<file path="config.mk">
export PLATFORM = sky130hd
export DESIGN_NAME = msg_change_queue
export DESIGN_NICKNAME = d
export VERILOG_FILES = /design/src/rtl/msg_q_pkg.sv /design/src/rtl/msg_q_merge.sv /design/src/rtl/msg_q_fifo.sv /design/src/rtl/msg_q_holder.sv /design/src/rtl/msg_change_queue.sv
export SDC_FILE = /design/constraint.sdc
export NUM_CORES = 1
export LEC_CHECK = 0
export BUFFER_PORTS_ARGS = -buffer_cell sky130_fd_sc_hd__buf_2
export CAP_MARGIN = 25
export CORE_ASPECT_RATIO = 0.6
export CORE_MARGIN = 2
export CORE_UTILIZATION = 50
export CTS_BUF_LIST = sky130_fd_sc_hd__clkbuf_4 sky130_fd_sc_hd__clkbuf_8
export DETAILED_ROUTE_END_ITERATION = 10
export MAX_ROUTING_LAYER = met4
export PLACE_DENSITY_LB_ADDON = 0.1
export SETUP_SLACK_MARGIN = 0.2
export SYNTH_ARGS = -nofsm -noshare
export SYNTH_HDL_FRONTEND = slang
export SYNTH_HIERARCHICAL = 1
export SYNTH_SLANG_ARGS = --single-unit
</file>
<file path="constraint.sdc">
create_clock -name clk -period 8.7 [get_ports clk]
set_input_delay 1.74 -clock clk [delete_from_list [all_inputs] [get_ports clk]]
set_output_delay 1.74 -clock clk [all_outputs]
set_load 0.005 [all_outputs]
</file>
<file path="src/rtl/msg_q_pkg.sv">
package msg_q_pkg;
  typedef enum logic [1:0] {
    KIND_POWERUP   = 2'd0,
    KIND_CAL_BEGIN = 2'd1,
    KIND_CAL_DONE  = 2'd2,
    KIND_KEY       = 2'd3
  } msg_kind_e;

  localparam int unsigned KIND_W  = 2;
  localparam int unsigned N_SLOTS = 4;
  localparam int unsigned SLOT_CW = $clog2(N_SLOTS + 1);
endpackage

</file>
<file path="src/rtl/msg_q_merge.sv">
module msg_q_merge
  import msg_q_pkg::*;
#(
  parameter int unsigned PAY_W = 6,
  localparam int unsigned W    = KIND_W + PAY_W
) (
  input  logic               boot_req,
  input  logic               cal_begin,
  input  logic               key_valid,
  input  logic [PAY_W-1:0]   key_payload,
  input  logic               cal_done,
  output logic [SLOT_CW-1:0] slot_cnt,
  output logic [W-1:0]       slot_data [N_SLOTS]
);
  logic [N_SLOTS-1:0] req;
  logic [W-1:0]       src [N_SLOTS];

  // Source index order is the queueing order within one cycle.
  always_comb begin
    req[0] = boot_req;  src[0] = {KIND_POWERUP,   {PAY_W{1'b0}}};
    req[1] = cal_begin; src[1] = {KIND_CAL_BEGIN, {PAY_W{1'b0}}};
    req[2] = key_valid; src[2] = {KIND_KEY,       key_payload};
    req[3] = cal_done;  src[3] = {KIND_CAL_DONE,  {PAY_W{1'b0}}};
  end

  // Compact the active sources into the low slots.
  always_comb begin
    slot_cnt = '0;
    for (int i = 0; i < N_SLOTS; i++) slot_data[i] = '0;
    for (int i = 0; i < N_SLOTS; i++) begin
      if (req[i]) begin
        slot_data[slot_cnt[$clog2(N_SLOTS)-1:0]] = src[i];
        slot_cnt = slot_cnt + 1'b1;
      end
    end
  end
endmodule

</file>
<file path="src/rtl/msg_q_fifo.sv">
module msg_q_fifo #(
  parameter int unsigned W     = 8,
  parameter int unsigned DEPTH = 8,
  parameter int unsigned NW    = 4,
  localparam int unsigned AW   = (DEPTH > 1) ? $clog2(DEPTH) : 1,
  localparam int unsigned CW   = $clog2(DEPTH + 1),
  localparam int unsigned NCW  = $clog2(NW + 1)
) (
  input  logic           clk,
  input  logic           rst_n,
  input  logic [NCW-1:0] wr_cnt,
  input  logic [W-1:0]   wr_data [NW],
  input  logic           pop,
  output logic [W-1:0]   head,
  output logic           nonempty,
  output logic           drop
);
  logic [W-1:0]  mem [DEPTH];
  logic [AW-1:0] wptr_q, rptr_q;
  logic [CW-1:0] count_q;
  logic [CW-1:0] acc_w;
  int unsigned   req_i, free_i, acc_i;

  // Space is judged on occupancy before the edge; surplus is dropped.
  always_comb begin
    req_i  = int'(wr_cnt);
    free_i = DEPTH - int'(count_q);
    acc_i  = (req_i < free_i) ? req_i : free_i;
    drop   = (req_i > free_i);
    acc_w  = CW'(acc_i);
  end

  always_ff @(posedge clk) begin
    for (int i = 0; i < NW; i++) begin
      if (i < int'(acc_w)) mem[wptr_q + AW'(i)] <= wr_data[i];
    end
  end

  always_ff @(posedge clk or negedge rst_n) begin
    if (!rst_n) begin
      wptr_q  <= '0;
      rptr_q  <= '0;
      count_q <= '0;
    end else begin
      wptr_q  <= wptr_q + AW'(acc_w);
      if (pop) rptr_q <= rptr_q + 1'b1;
      count_q <= count_q + acc_w - CW'(pop);
    end
  end

  assign head     = mem[rptr_q];
  assign nonempty = (count_q != '0);

  p_pop_needs_item_r7: assert property (@(posedge clk) disable iff (!rst_n)
    pop |-> count_q != '0);
  p_no_overflow_r9: assert property (@(posedge clk) disable iff (!rst_n)
    count_q <= CW'(DEPTH));
  p_full_after_drop_r9: assert property (@(posedge clk) disable iff (!rst_n)
    drop && !pop |=> count_q == CW'(DEPTH));
endmodule

</file>
<file path="src/rtl/msg_q_holder.sv">
module msg_q_holder #(
  parameter int unsigned W       = 8,
  parameter int unsigned GAP_CYC = 2,
  localparam int unsigned GW     = (GAP_CYC > 1) ? $clog2(GAP_CYC) : 1
) (
  input  logic         clk,
  input  logic         rst_n,
  input  logic         nonempty,
  input  logic [W-1:0] head,
  input  logic         ovf_in,
  input  logic         ack,
  output logic         load,
  output logic         valid,
  output logic [W-1:0] data,
  output logic         ovf_out
);
  typedef enum logic [1:0] {H_IDLE, H_SHOW, H_GAP} hstate_e;
  hstate_e       state_q;
  logic [GW-1:0] gcnt_q;
  logic          gap_end;

  assign gap_end = (gcnt_q == GW'(GAP_CYC - 1));
  assign load    = nonempty && ((state_q == H_IDLE) || (state_q == H_GAP && gap_end));
  assign valid   = (state_q == H_SHOW);

  always_ff @(posedge clk or negedge rst_n) begin
    if (!rst_n) begin
      state_q <= H_IDLE;
      gcnt_q  <= '0;
      data    <= '0;
      ovf_out <= 1'b0;
    end else begin
      if (load) begin
        data    <= head;
        ovf_out <= ovf_in;
      end
      case (state_q)
        H_IDLE: if (load) state_q <= H_SHOW;
        H_SHOW: if (ack) begin
          state_q <= H_GAP;
          gcnt_q  <= '0;
        end
        H_GAP: begin
          if (gap_end) state_q <= load ? H_SHOW : H_IDLE;
          else         gcnt_q  <= gcnt_q + 1'b1;
        end
        default: state_q <= H_IDLE;
      endcase
    end
  end

  p_idle_load_latency_r4: assert property (@(posedge clk) disable iff (!rst_n)
    (state_q == H_IDLE) && nonempty |=> valid);
  p_release_after_ack_r5: assert property (@(posedge clk) disable iff (!rst_n)
    valid && ack |=> !valid);
  p_hold_until_ack_r5: assert property (@(posedge clk) disable iff (!rst_n)
    valid && !ack |=> valid && $stable(data) && $stable(ovf_out));

  generate
    if (GAP_CYC >= 2) begin : g_gap_chk
      p_min_gap_r6: assert property (@(posedge clk) disable iff (!rst_n)
        $fell(valid) |=> !valid);
    end
  endgenerate
endmodule

</file>
<file path="src/rtl/msg_change_queue.sv">
module msg_change_queue
  import msg_q_pkg::*;
#(
  parameter int unsigned PAY_W   = 6,
  parameter int unsigned DEPTH   = 8,
  parameter int unsigned GAP_CYC = 2
) (
  input  logic             clk,
  input  logic             rst_n,
  input  logic             cal_begin,
  input  logic             cal_done,
  input  logic             key_valid,
  input  logic [PAY_W-1:0] key_payload,
  input  logic             msg_ack,
  output logic             msg_valid,
  output logic [1:0]       msg_kind,
  output logic [PAY_W-1:0] msg_payload,
  output logic             msg_ovf,
  output logic             chg_n,
  output logic             chg_oe
);
  localparam int unsigned W = KIND_W + PAY_W;

  logic               boot_q;
  logic [SLOT_CW-1:0] slot_cnt;
  logic [W-1:0]       slot_data [N_SLOTS];
  logic [W-1:0]       head, held;
  logic               nonempty, drop, load, ovf_pend_q;

  // Power-up notice is requested in the first cycle after reset.
  always_ff @(posedge clk or negedge rst_n) begin
    if (!rst_n) boot_q <= 1'b1;
    else        boot_q <= 1'b0;
  end

  // Loss flag rides on the next message loaded at a later edge.
  always_ff @(posedge clk or negedge rst_n) begin
    if (!rst_n)    ovf_pend_q <= 1'b0;
    else if (load) ovf_pend_q <= drop;
    else if (drop) ovf_pend_q <= 1'b1;
  end

  msg_q_merge #(.PAY_W(PAY_W)) u_merge (
    .boot_req(boot_q), .cal_begin(cal_begin), .key_valid(key_valid),
    .key_payload(key_payload), .cal_done(cal_done),
    .slot_cnt(slot_cnt), .slot_data(slot_data)
  );

  msg_q_fifo #(.W(W), .DEPTH(DEPTH), .NW(N_SLOTS)) u_fifo (
    .clk(clk), .rst_n(rst_n), .wr_cnt(slot_cnt), .wr_data(slot_data),
    .pop(load), .head(head), .nonempty(nonempty), .drop(drop)
  );

  msg_q_holder #(.W(W), .GAP_CYC(GAP_CYC)) u_hold (
    .clk(clk), .rst_n(rst_n), .nonempty(nonempty), .head(head),
    .ovf_in(ovf_pend_q), .ack(msg_ack), .load(load),
    .valid(msg_valid), .data(held), .ovf_out(msg_ovf)
  );

  assign msg_kind    = held[W-1 -: KIND_W];
  assign msg_payload = held[PAY_W-1:0];
  assign chg_n       = !msg_valid;
  assign chg_oe      = msg_valid;

  always_comb begin
    if (!rst_n) a_reset_released_r1: assert (chg_n && !chg_oe);
  end

  p_flag_set_by_drop_r10: assert property (@(posedge clk) disable iff (!rst_n)
    drop && !load |=> ovf_pend_q);
  p_boot_once_r2: assert property (@(posedge clk) disable iff (!rst_n)
    !boot_q |=> !boot_q);
endmodule

</file>
==> flow_metrics.tcl, run 1 <==
set metrics [dict create \
    cts.repair.resized 0 \
    grt_max_degree 25 \
    critical_path_peak_fanout 15 \
    hold_buffers 0 \
    fin_cells 772 \
    hold_start "ovf_pend_q" \
    finalMaxSlewViolations 0 \
    period_needed_ns 5.98 \
    synth_cell_types 67 \
    p_per_area_nw_per_um2 397 \
    p_leak_nw 3.02 \
    cts_buffers 9 \
    routedWlPerCell_um 25.7 \
    seqCellArea_um2 2520 \
    setup_viol_count_final 0 \
    num_vias 5259 \
    antenna_left 0 \
    rsz0062_at_grt "false" \
    htree_num_levels 3 \
    crit_family "compound AO/OA/AOI/OAI gates" \
    finClkSkew_ns 0.00955 \
    cp_cell_sequence "buf_2, fa_1, nand2_1, ha_1, nand2_1, o21ai_0, and2_1, o21ai_0, a221oi_2, nand3_1, and2_1, o311ai_1, buf_2" \
    outcome "finished, final reports clean" \
    timing.fmax_ghz 0.167 \
    cts_buffer_depth 2 \
    routabilityCongestion 1.04 \
    grt-ovfl-total 0 \
    critical_path.n_buffers_inverters 2 \
    grt_pass1_vias 4974 \
    hold_path.class "flop to flop" \
    num_io_pins 24 \
    avgSynthCellArea_um2 10.8 \
    end_kind "flop" \
    power_mw 2.74 \
    syn_inst 608 \
    yosys.area.top_type "edfxtp_1" \
    yosys_warnings 6 \
    fillers 1132 \
    setup_tns_ns 0 \
    drive_above_1_share_pct 18.8 \
    synth_nets 639 \
    start_kind "primary input" \
    antenna_cells 0 \
    hold_violations 0 \
    syn_area_um2 6550 \
    start_util_pct 51.1 \
    port_buffers 23 \
    die-area_um2 14100 \
    cp-startpoint "cal_begin" \
    synth_top_area_share_pct 29.4 \
    vias_per_cell 6.81 \
    detail_route.first_pass.iterations 8 \
    worstPathArrival_ns 6.05 \
    ys_seq_area_share_pct 38.5 \
    tritoncts "built" \
    place_area_um2 6640 \
    antenna_found_initial 0 \
    post_cts_buffers 0 \
    slowest_stage "a221oi_2" \
    num-nets-final 628 \
    fp.dieH_um 92.6 \
    routed_wl_um 19900 \
    die_w_um 152 \
    place_hpwl_um 15100 \
    synth_area_leaders "edfxtp_1 (29%), mux2i_1 (9.3%), dfrtp_1 (8.8%)" \
    dp.cells 752 \
    cts.clk_slew.worst_paths_ns 0.09 \
    syn_to_final_growth_pct 5.33 \
    cp.required_ns 8.76 \
    tightest_slew_ns 1.01 \
    multi_input_area_um2 3630 \
    clkLatencyLatePin_ns 0.36 \
    max_slew_margin_pct 30.4 \
    global_route.usage.total_pct 30.3 \
    min_period_over_period_pct 68.8 \
    synth_ff_type "edfxtp_1" \
    whs_ns 0.499 \
    synth_edf_count 64 \
    cap_violations 0 \
    final_area_um2 6900 \
    synth-seq-cells 88 \
    grt_pass1_wl_um 30200 \
    async_flop_share_pct 27.3 \
    root_buffer "clkbuf_8" \
    row_count 32 \
    critical_path_class "primary input to flop" \
    coreArea_um2 12800 \
    rr_startpoint "boot_q" \
    initialDrtViolationCount 1022 \
    clock-sinks 88 \
    vdd_drop_max_v 0.000133 \
    drc 0 \
    slowest_delay_ns 0.89 \
]
[cell usage after synthesis, types with 22 or more instances]
library cell / count
mux2i_1: 61
nor2_1: 47
o22ai_1: 31
and2_1: 28
inv_1: 30
buf_1: 28
edfxtp_1: 64
a221oi_1: 32
a21oi_1: 27
nand2_1: 22
dfrtp_1: 23
[state kept, by name, indices dropped and copies added (netlist names)]
name / cells
boot_q: 1
ovf_pend_q: 1
u_fifo/count_q: 4
u_fifo/mem: 64
u_fifo/rptr_q: 3
u_fifo/wptr_q: 3
u_hold/data: 8
u_hold/gap_end: 1
u_hold/ovf_out: 1
u_hold/state_q: 2
[power breakdown]
part / total (mW) / leakage [nW] / internal (mW) / switching (mW)
Combinational: 1.49 / 1.98 / 0.647 / 0.840
Clock: 0.307 / 0.111 / 0.151 / 0.156
Sequential: 0.947 / 0.938 / 0.768 / 0.179
[kinds of logic (layout without fill, tap and decap cells)]
kind of cell	count (synthesis)	after routing	share of synthesized area (%)
fa+ha+maj	19	19	3.97
xor+xnor	18	18	2.41
buf+inv	86	80	6.04
simple gates	145	145	11.5
other cells	1	1	0.0573
mux	102	102	19.6
flops	88	88	38.5
compound gates	149	149	17.8
[path summary, 6_finish.rpt]
path                       cells past startpoint  slack (ns)                end
setup / recovery                              13        2.72   u_fifo/mem[2][0]
hold / removal                                 1        0.50         ovf_pend_q
setup reg to reg                              14        3.70   u_fifo/mem[2][0]
hold reg to reg                                1        0.50         ovf_pend_q
max in group asynchronous                      1        6.92   u_fifo/rptr_q[2]
min in group asynchronous                      1        1.37  u_fifo/count_q[3]
[layout by cell type, fill, tap and decap left out, drive strengths merged, types with 3 or more instances in the layout]
master and count:
edfxtp 64, mux2i 61, nor2 47, a221oi 34, buf 33, inv 32, o22ai 31, and2 28
a21oi 28, mux2 25, dfrtp 23, nand2 22, mux4 16, ha 16, nand3 16, o21ai 14
xnor2 13, clkbuf 11, a31oi 9, nor2b 9, xor2 5, a211o 4, nand2b 4, nand4 4
o311ai 4, a2111oi 3, o211ai 3, fa 3, clkinv 3, or3 3, a211oi 3, and2b 3
[layout make-up]
class | count | share of cell area, %
clock buffer | 11 | 2.20
clock inverter | 5 | 0.925
timing repair buffer | 33 | 2.90
sequential | 88 | 36.6
multi-input combinational | 434 | 52.6
inverter | 31 | 1.69
tap | 170 | 3.08
[layer usage]
metal | vias up | routed length [um] | GRT usage, %
met4 | 0 | 495 | 7.25
met1 | 2537 | 8920 | 44.6
met3 | 69 | 2340 | 7.59
li1 | 2289 | - | -
met2 | 364 | 8110 | 41.9
met5 | - | 0 | -
[per-stage QoR]
stage	setup WS, ns	util [%]
detailed placement	2.36	51.8
floorplan	3.00	-
finish	2.72	53.8
CTS	2.75	53.5
global route	2.26	53.8
global placement	2.43	51.7
Power figures use the tool's default switching activity.
==> run 2, diff against run 1 <==
==> constraint.sdc (replaced) <==
create_clock -name clk -period 5.5 [get_ports clk]
set_input_delay 1.1 -clock clk [delete_from_list [all_inputs] [get_ports clk]]
set_output_delay 1.1 -clock clk [all_outputs]
set_load 0.005 [all_outputs]
==> flow_metrics.tcl, run 2 (synthesis results as in run 1) <==
set metrics [dict create \
    antenna_cells 0 \
    critical_path_class "primary input to flop" \
    syn_to_final_growth_pct 6.19 \
    htree_num_levels 3 \
    die_w_um 152 \
    finClkSkew_ns 0.0237 \
    finalMaxSlewViolations 0 \
    end_kind "flop" \
    start_util_pct 51.1 \
    num_io_pins 24 \
    p_leak_nw 3.06 \
    setup_viol_count_final 0 \
    num_vias 5207 \
    root_buffer "clkbuf_8" \
    routedWlPerCell_um 24.1 \
    global_route.usage.total_pct 28.7 \
    cts_buffer_depth 2 \
    hold_violations 0 \
    num-nets-final 641 \
    routed_wl_um 18900 \
    clock-sinks 88 \
    tritoncts "built" \
    fp.dieH_um 92.6 \
    hold_path.class "flop to flop" \
    place_hpwl_um 14100 \
    critical_path_peak_fanout 13 \
    min_period_over_period_pct 86.3 \
    setup_tns_ns 0 \
    cap_violations 0 \
    coreArea_um2 12800 \
    worstPathArrival_ns 4.69 \
    largestRegisters "u_fifo/mem x64, u_hold/data x8, u_fifo/count_q x4" \
    grt_max_degree 25 \
    final_cell_mix "edfxtp_1 (64), mux2i_1 (61), nor2_1 (47), a221oi_1 (32), o22ai_1 (31)" \
    cts.clk_slew.worst_paths_ns 0.09 \
    grt-ovfl-total 0 \
    drive_above_1_share_pct 20.5 \
    post_cts_buffers 0 \
    vdd_drop_max_v 0.000214 \
    power.switching_mw 1.90 \
    p_int_mw 2.46 \
    drc 0 \
    pwr-share-comb_pct 56.1 \
    outcome "finished, final reports clean" \
    cts.repair.resized 0 \
    antenna_left 0 \
    start_kind "primary input" \
    p_per_area_nw_per_um2 627 \
    die-area_um2 14100 \
    period_needed_ns 4.74 \
    routabilityCongestion 0.973 \
    final_common_cell "edfxtp_1" \
    fillers 1112 \
    antenna_found_initial 0 \
    largest_reg_flops 64 \
    grt_pass1_vias 4792 \
    max_slew_margin_pct 29.0 \
    tightest_slew_ns 1.05 \
    cts_buffers 9 \
    initialDrtViolationCount 674 \
    timing.fmax_ghz 0.211 \
    clkLatencyLatePin_ns 0.38 \
    power_mw 4.36 \
    detail_route.first_pass.iterations 6 \
    power_frac_clock_pct 9.9 \
    rsz0062_at_grt "false" \
    grt_pass1_wl_um 28800 \
    port_buffers 23 \
    swShare_pct 43.6 \
    vias_per_cell 6.63 \
    row_count 32 \
    regMostFlops "u_fifo/mem" \
    p_seq_share_pct 34.0 \
    cp.required_ns 5.45 \
    hold_buffers 0 \
]
## run 2: cell types whose count changed in the layout (fill, tap and decap cells not counted), sizes merged
cell / before / now
buf: 33 / 46
inv: 32 / 34
clkinv: 3 / 2
clkinvlp: 0 / 1
bufinv: 1 / 0
clkbuf: 11 / 10
## run 2: final timing paths
check,slack [ns],depth (start not counted),startpoint,endpoint
setup / recovery,0.76,14,cal_begin,u_fifo/mem[0][2]
hold / removal,0.49,1,ovf_pend_q,ovf_pend_q
setup reg to reg,1.04,13,boot_q,u_fifo/mem[0][2]
hold reg to reg,0.49,1,ovf_pend_q,ovf_pend_q
max in group asynchronous,4.36,1,rst_n,u_fifo/rptr_q[1]
min in group asynchronous,0.72,1,rst_n,u_fifo/count_q[0]
## run 2: cell type report
class,count,area [um^2],share of cell area (%)
inverter,31,116,1.67
timing repair buffer,46,290,4.17
clock buffer,10,131,1.89
sequential,88,2520,36.3
multi-input combinational,434,3630,52.2
clock inverter,6,50.0,0.720
tap,170,213,3.06
## run 2: metal layers
layer / GRT usage (%) / up-vias / wire length, um
li1: - / 2317 / -
met1: 43.9 / 2542 / 9150
met2: 36.9 / 324 / 7470
met3: 8.97 / 24 / 2120
met4: 5.63 / 0 / 160
met5: - / - / 0
## run 2: power groups by stage
stage / logic (mW) / clock network [mW] / registers [mW]
2_1_floorplan: 1.90 / 0 / 1.32
3_3_place_gp: 2.34 / 0 / 1.49
4_1_cts: 2.41 / 0.441 / 1.48
5_1_grt: 2.63 / 0.470 / 1.52
3_5_place_dp: 2.41 / 0 / 1.49
6_report: 2.45 / 0.430 / 1.48
## run 2: metrics by stage
stage	instance area [um^2]	cells	utilization [%]	setup slack (ns)	hold WS, ns
detailed placement	6770	769	52.9	0.437	0.469
global route	6950	785	54.3	0.512	0.515
floorplan	6550	608	-	0.439	0.454
global placement	6740	765	52.6	0.578	0.464
finish	6950	785	54.3	0.756	0.487
CTS	6950	785	54.3	0.816	0.491
## run 2: critical path, cell delays in order
cell and delay [ns]:
buf_2 0.14, inv_1 0.08, ha_1 0.26, o21ai_0 0.28, nand2_1 0.12, ha_1 0.29
nand2_1 0.07, o21ai_0 0.11, buf_4 0.19, o221ai_1 0.17, a32o_2 0.52, mux2i_1 0.45
and2b_1 0.43, o2111ai_1 0.48
